==> config.mk <==
export PLATFORM = sky130hd
export DESIGN_NAME = prefix_shift_unit
export DESIGN_NICKNAME = d
export VERILOG_FILES = /design/src/rtl/pshift_pkg.sv /design/src/rtl/pshift_decode.sv /design/src/rtl/pshift_shifter.sv /design/src/rtl/pshift_bitset.sv /design/src/rtl/prefix_shift_unit.sv
export SDC_FILE = /design/constraint.sdc
export NUM_CORES = 1
export LEC_CHECK = 0
export ABC_AREA = 1
export ABC_CLOCK_PERIOD_IN_PS = 1500
export CORE_MARGIN = 3
export CORE_UTILIZATION = 40
export DETAILED_ROUTE_END_ITERATION = 6
export DONT_BUFFER_PORTS = 1
export SLEW_MARGIN = 20
export SYNTH_ARGS = -nofsm -noshare
export SYNTH_HDL_FRONTEND = slang
export SYNTH_HIERARCHICAL = 1
export SYNTH_SLANG_ARGS = --single-unit
==> constraint.sdc <==
create_clock -name clk -period 1.5 [get_ports clk]
set_input_delay 0.3 -clock clk [delete_from_list [all_inputs] [get_ports clk]]
set_output_delay 0.3 -clock clk [all_outputs]
set_load 0.005 [all_outputs]
==> src/rtl/pshift_pkg.sv <==
// Shared types for the prefixed rotate/shift/bit-set unit.
// Assumes an opcode byte split as group[7:6], field[5:3], register[2:0].
package pshift_pkg;

    localparam int OPC_W = 8;
    localparam int FLD_W = 3;
    localparam logic [FLD_W-1:0] MEM_CODE = 3'b110;

    typedef enum logic [1:0] {
        GRP_SHIFT = 2'b00,
        GRP_TEST  = 2'b01,
        GRP_CLEAR = 2'b10,
        GRP_SETB  = 2'b11
    } grp_e;

    typedef enum logic [FLD_W-1:0] {
        SH_ROL_CIRC = 3'b000,
        SH_ROR_CIRC = 3'b001,
        SH_ROL_CY   = 3'b010,
        SH_ROR_CY   = 3'b011,
        SH_SHL_ZERO = 3'b100,
        SH_SHR_SIGN = 3'b101,
        SH_HOLE     = 3'b110,
        SH_SHR_ZERO = 3'b111
    } shop_e;

    typedef struct packed {
        grp_e             grp;
        logic [FLD_W-1:0] fld;
        logic [FLD_W-1:0] dst;
        logic             mem;
        logic             unsup;
    } dec_t;

endpackage

==> src/rtl/pshift_decode.sv <==
// Opcode field splitter and timing classifier.
// Does: breaks the opcode into group, field and register code, flags memory
// operands and unsupported encodings, and picks the cycle count.
// Assumes: an indexed form always addresses memory, whatever its register code.
module pshift_decode
    import pshift_pkg::*;
#(
    parameter int CYC_W   = 5,
    parameter int CYC_REG = 8,
    parameter int CYC_MEM = 15,
    parameter int CYC_IDX = 23
) (
    input  logic [OPC_W-1:0] opcode,
    input  logic             idx_form,
    output dec_t             dec,
    output logic [CYC_W-1:0] cycles
);

    // Field split and classification of the opcode byte.
    always_comb begin
        dec.grp   = grp_e'(opcode[7:6]);
        dec.fld   = opcode[5:3];
        dec.dst   = opcode[2:0];
        dec.mem   = (opcode[2:0] == MEM_CODE) || idx_form;
        dec.unsup = (dec.grp == GRP_TEST) || (dec.grp == GRP_CLEAR) ||
                    ((dec.grp == GRP_SHIFT) && (shop_e'(dec.fld) == SH_HOLE));
    end

    // Cycle count by operand location.
    always_comb begin
        if (idx_form)     cycles = CYC_W'(CYC_IDX);
        else if (dec.mem) cycles = CYC_W'(CYC_MEM);
        else              cycles = CYC_W'(CYC_REG);
    end

endmodule

==> src/rtl/pshift_shifter.sv <==
// Rotate and shift datapath for group 00.
// Does: one of eight shift kinds on a DATA_W-bit operand with carry in and out.
// Assumes: the hole kind passes the operand and the carry through untouched.
module pshift_shifter
    import pshift_pkg::*;
#(
    parameter int DATA_W = 8
) (
    input  shop_e             kind,
    input  logic [DATA_W-1:0] x,
    input  logic              cin,
    output logic [DATA_W-1:0] res,
    output logic              cout
);

    localparam int MSB = DATA_W - 1;

    // Shift kind selection.
    always_comb begin
        res  = x;
        cout = cin;
        unique case (kind)
            SH_ROL_CIRC: begin res = {x[MSB-1:0], x[MSB]}; cout = x[MSB]; end
            SH_ROR_CIRC: begin res = {x[0], x[MSB:1]};     cout = x[0];   end
            SH_ROL_CY:   begin res = {x[MSB-1:0], cin};    cout = x[MSB]; end
            SH_ROR_CY:   begin res = {cin, x[MSB:1]};      cout = x[0];   end
            SH_SHL_ZERO: begin res = {x[MSB-1:0], 1'b0};   cout = x[MSB]; end
            SH_SHR_SIGN: begin res = {x[MSB], x[MSB:1]};   cout = x[0];   end
            SH_SHR_ZERO: begin res = {1'b0, x[MSB:1]};     cout = x[0];   end
            default:     begin res = x;                    cout = cin;    end
        endcase
    end

    // Circular rotates keep the population count of the operand.
    always_comb begin
        if (kind == SH_ROL_CIRC || kind == SH_ROR_CIRC)
            AST_ROT_POPCOUNT: assert ($countones(res) == $countones(x));
    end

endmodule

==> src/rtl/pshift_bitset.sv <==
// Bit-set datapath for group 11.
// Does: forces bit idx of the operand to one, one lane per bit.
// Assumes: idx is narrower than or equal to the index width of DATA_W.
module pshift_bitset #(
    parameter int DATA_W = 8,
    parameter int IDX_W  = $clog2(DATA_W)
) (
    input  logic [IDX_W-1:0]  idx,
    input  logic [DATA_W-1:0] x,
    output logic [DATA_W-1:0] res
);

    // One OR lane per operand bit.
    for (genvar i = 0; i < DATA_W; i++) begin : g_lane
        assign res[i] = x[i] | (idx == IDX_W'(i));
    end

    // At most one bit changes, and it can only change from zero to one.
    always_comb begin
        AST_SET_SINGLE: assert ($onehot0(res ^ x) && ((res & x) == x));
    end

endmodule

==> src/rtl/prefix_shift_unit.sv <==
// Prefixed rotate/shift/bit-set execution unit (top).
// Does: decodes the opcode byte, runs the shifter or the bit-set lane, and
// registers the result with a one-cycle valid pulse.
// Assumes: the operand is already fetched and write-back is done by the core.
module prefix_shift_unit
    import pshift_pkg::*;
#(
    parameter int DATA_W  = 8,
    parameter int CYC_W   = 5,
    parameter int CYC_REG = 8,
    parameter int CYC_MEM = 15,
    parameter int CYC_IDX = 23
) (
    input  logic              clk,
    input  logic              rst_n,
    input  logic              in_valid,
    input  logic [OPC_W-1:0]  opcode,
    input  logic [DATA_W-1:0] operand,
    input  logic              carry_in,
    input  logic              idx_form,
    output logic              out_valid,
    output logic [DATA_W-1:0] result,
    output logic              carry_out,
    output logic [FLD_W-1:0]  dest_reg,
    output logic              mem_operand,
    output logic              unsupported,
    output logic [CYC_W-1:0]  cycle_count
);

    dec_t              dec;
    logic [CYC_W-1:0]  cyc_n;
    logic [DATA_W-1:0] sh_res, set_res, res_n;
    logic              sh_cy, cy_n;

    pshift_decode #(
        .CYC_W(CYC_W), .CYC_REG(CYC_REG), .CYC_MEM(CYC_MEM), .CYC_IDX(CYC_IDX)
    ) u_dec (
        .opcode(opcode), .idx_form(idx_form), .dec(dec), .cycles(cyc_n)
    );

    pshift_shifter #(.DATA_W(DATA_W)) u_sh (
        .kind(shop_e'(dec.fld)), .x(operand), .cin(carry_in),
        .res(sh_res), .cout(sh_cy)
    );

    pshift_bitset #(.DATA_W(DATA_W), .IDX_W(FLD_W)) u_set (
        .idx(dec.fld), .x(operand), .res(set_res)
    );

    // Selects the datapath result by group.
    always_comb begin
        unique case (dec.grp)
            GRP_SHIFT: begin res_n = sh_res;  cy_n = sh_cy;    end
            GRP_SETB:  begin res_n = set_res; cy_n = carry_in; end
            default:   begin res_n = operand; cy_n = carry_in; end
        endcase
    end

    // Output register: captures on a request, holds otherwise.
    always_ff @(posedge clk) begin
        if (!rst_n) begin
            out_valid   <= 1'b0;
            result      <= '0;
            carry_out   <= 1'b0;
            dest_reg    <= '0;
            mem_operand <= 1'b0;
            unsupported <= 1'b0;
            cycle_count <= '0;
        end else begin
            out_valid <= in_valid;
            if (in_valid) begin
                result      <= res_n;
                carry_out   <= cy_n;
                dest_reg    <= dec.dst;
                mem_operand <= dec.mem;
                unsupported <= dec.unsup;
                cycle_count <= cyc_n;
            end
        end
    end

    AST_VALID_FOLLOWS: assert property (@(posedge clk) disable iff (!rst_n)
        in_valid |=> out_valid);
    AST_IDLE_NO_VALID: assert property (@(posedge clk) disable iff (!rst_n)
        !in_valid |=> !out_valid);
    AST_UNSUP_PASS: assert property (@(posedge clk) disable iff (!rst_n)
        (out_valid && unsupported) |->
        (result == $past(operand) && carry_out == $past(carry_in)));
    AST_SET_KEEPS_CY: assert property (@(posedge clk) disable iff (!rst_n)
        (out_valid && $past(opcode[7:6]) == 2'b11) |->
        (carry_out == $past(carry_in)));
    AST_REG_CYCLES: assert property (@(posedge clk) disable iff (!rst_n)
        (out_valid && !mem_operand) |-> (cycle_count == CYC_W'(CYC_REG)));

endmodule

==> impl_metrics.csv <==
group,metric,value,unit
place,hpwl,2476,µm
timing,relSlewSlack,0.7328,
timing,worst_slew_pin_slew,400.8,ps
finish,final_area,0.001375,mm²
critical_path,arrival,1220,ps
critical_path,r2r_cells,2,
finish,layout_common_cells,"nand2_1, nor2_1, inv_1",
timing,final_max_slew_viol_count,0,
power,leakage,0.0007263,µW
critical_path,endpoint,"result[3]$_SDFFE_PN0P_",
clock_tree,clock_insertion_delay_worst_skew,290,ps
critical_path,cp.required,1730,ps
clock_tree,clk_pin_slew,100,ps
global_route,grt_first_pass_wirelength,5878,µm
power,power.share.switching,0.2749,
floorplanning,start_util,0.4227,
status,status,"complete, no violations",
critical_path,slowest_delay,220,ps
power,seq_power_share,0.543,
timing,finalHoldViolations,0,
synth,netlist_instances,245,
synth,synth-seq-cells,20,
timing,tns,0,ps
synth,synth_cell_types,20,
timing,max_freq,1012,MHz
clock_tree,cts_tree,"done",
floorplanning,boundaryPins,41,
min_path,min_path_type,"in -> reg",
timing,fin_crit,987.7,ps
synth,synth_top_area_cell,"dfxtp_1",
synth,yosysSeqAreaShare,0.2773,
clock_tree,htreeDepth,1,
critical_path,r2r_setup_slack,850,ps
min_path,min-delay-start,"in_valid",
global_route,grtUsageTotal,0.1681,
critical_path,crit_type,"in -> reg",
finish,finish.utilization,0.4026,
floorplanning,rows,21,
floorplanning,core_area,0.003416,mm²
timing,fin_crit_sh,0.6585,
critical_path,end_kind,"flip-flop",
critical_path,rr_endpoint,"result[3]$_SDFFE_PN0P_",
place,port_buffers,0,
critical_path,crit_chain,"inv_1, nand3_2, nand2_1, inv_1, a21oi_1, nand2_1, nand2_1, nand2_1, a21oi_1",
synth,yosys.area.top_type_share,0.2773,
global_route,first_global_vias,1265,
synth,synthTopCellsByArea,"dfxtp_1, nand2_1, a21oi_1",
clock_tree,cts.path.max_buffers,2,
critical_path,cpMaxStageDelayCell,"nand3_2",
critical_path,crit_path_start_kind,"input pin",
power,powerDensity,801.2,mW/mm²
timing,skew,0,ps
floorplanning,die_w,66.08,µm
drt,dr.first_iter.drc_count,68,
clock_tree,cts-buffers-inserted,3,
synth,syn_area,0.001444,mm²
drt,ant_nets,0,
clock_tree,postCtsSetupBuffers,0,
drt,avgRoutedWirePerCell,12.54,µm
critical_path,path_buf_inv,2,
power,irDropWorstVdd,0.4186,mV
synth,synth_nets,269,
finish,antenna-diode-count,0,
finish,drive_gt1_frac,0.04425,
critical_path,path_common_cell,"nand2_1",
timing,rsz0062_at_grt,"false",
drt,drc,0,
clock_tree,cts.sinks,20,
critical_path,r2r_start,"result[3]$_SDFFE_PN0P_",
place,place_area,0.001339,mm²
power,p_switching,302.9,µW
place,dp_slack,203.5,ps
critical_path,cp_top_family,"simple AND/OR/NAND/NOR gates",
power,clkPwrFrac,0.273,
place,gp_congestion,0.9182,
flow_run,drv_cap,0,
clock_tree,cts_resized,0,
timing,setup_viol,0,
critical_path,cp_max_fo,18,
drt,vias,1315,
floorplanning,dieArea,0.004367,mm²
floorplanning,chipHeight,66.08,µm
clock_tree,holdBufCountCts,0,
clock_tree,cts_root_buf,"clkbuf_4",
critical_path,worst-path-stages,9,
critical_path,startpoint,"opcode[3]",
timing,layout_setup_ws,512.3,ps
global_route,grt-ovfl-total,0,
power,p_int,798.9,µW
timing,timing.hold.ws,98.30,ps
drt,vias_per_cell,4.835,
finish,largest_reg_flops,8,
drt,drt-total-wl,3411,µm
drt,first_pass_iters,4,
global_route,grt_antenna_before_repair,0,
synth,synth_warnings,6,
power,combPwrFrac,0.184,
finish,nets,251,
finish,final_common_cell,"nand2_1",
finish,area_growth,-4.766,%
synth,avgSynthCellArea,5.893,µm²
global_route,grt_max_degree,22,
==> per-layer routing <==
layer  global-route usage  routed length (µm)  vias to the layer above
li1                     -                   -                      710
met1               0.2301                1633                      566
met2               0.2639                1542                       39
met3              0.05272                 235                        0
met4              0.02284                   0                        0
met5                    0                   0                        -
==> Yosys cell counts <==
cell type  count
o211ai_1       1
nand3_2        1
o21ai_0       13
nand3_1        6
nor2_2         1
ha_1           3
a21oi_2        1
dfxtp_1       20
o21bai_1       2
buf_6          2
nand2_1       75
nand4_1        2
buf_2          7
a21oi_1       25
nand3b_1       1
o21ai_1        6
nor2_1        33
inv_1         29
inv_2          3
buf_4         14
==> how the worst min path moves through the flow <==
stage | to | cells past startpoint
after CTS | out_valid$_SDFF_PN0_ | 2
after global placement | out_valid$_SDFF_PN0_ | 2
after global routing | out_valid$_SDFF_PN0_ | 2
after floorplan | carry_out$_SDFFE_PN0P_ | 2
final | out_valid$_SDFF_PN0_ | 2
after detailed placement | out_valid$_SDFF_PN0_ | 2
==> through the flow <==
stage	total power [µW]	cells
after floorplan	830.2	245
after global placement	813.1	268
after detailed placement	814.3	268
after CTS	1118	272
after global routing	1187	272
final	1102	272
==> cell type report <==
class / count / area [µm²]
Sequential cell: 20 / 400.4
Inverter: 32 / 120.1
Fill cell: 402 / 2041
Tap cell: 46 / 57.56
Multi-Input combinational cell: 170 / 760.7
Clock buffer: 4 / 36.28
==> power by group through the flow <==
stage / Clock, µW / Sequential (µW) / Combinational, µW
5_1_grt: 340 / 605 / 243
3_3_place_gp: 0 / 611 / 202
2_1_floorplan: 0 / 604 / 227
4_1_cts: 314 / 600 / 203
6_report: 301 / 598 / 203
3_5_place_dp: 0 / 613 / 202
==> kinds of logic after synthesis <==
group	count (synthesis)	synth area share
and+or+nand+nor	119	0.3267
DFF	20	0.2773
AOI/OAI and AO/OA	48	0.1742
buffers and inverters	55	0.1958
adders and majority gates	3	0.02600
Note: power is estimated with default switching activity, not from simulation.
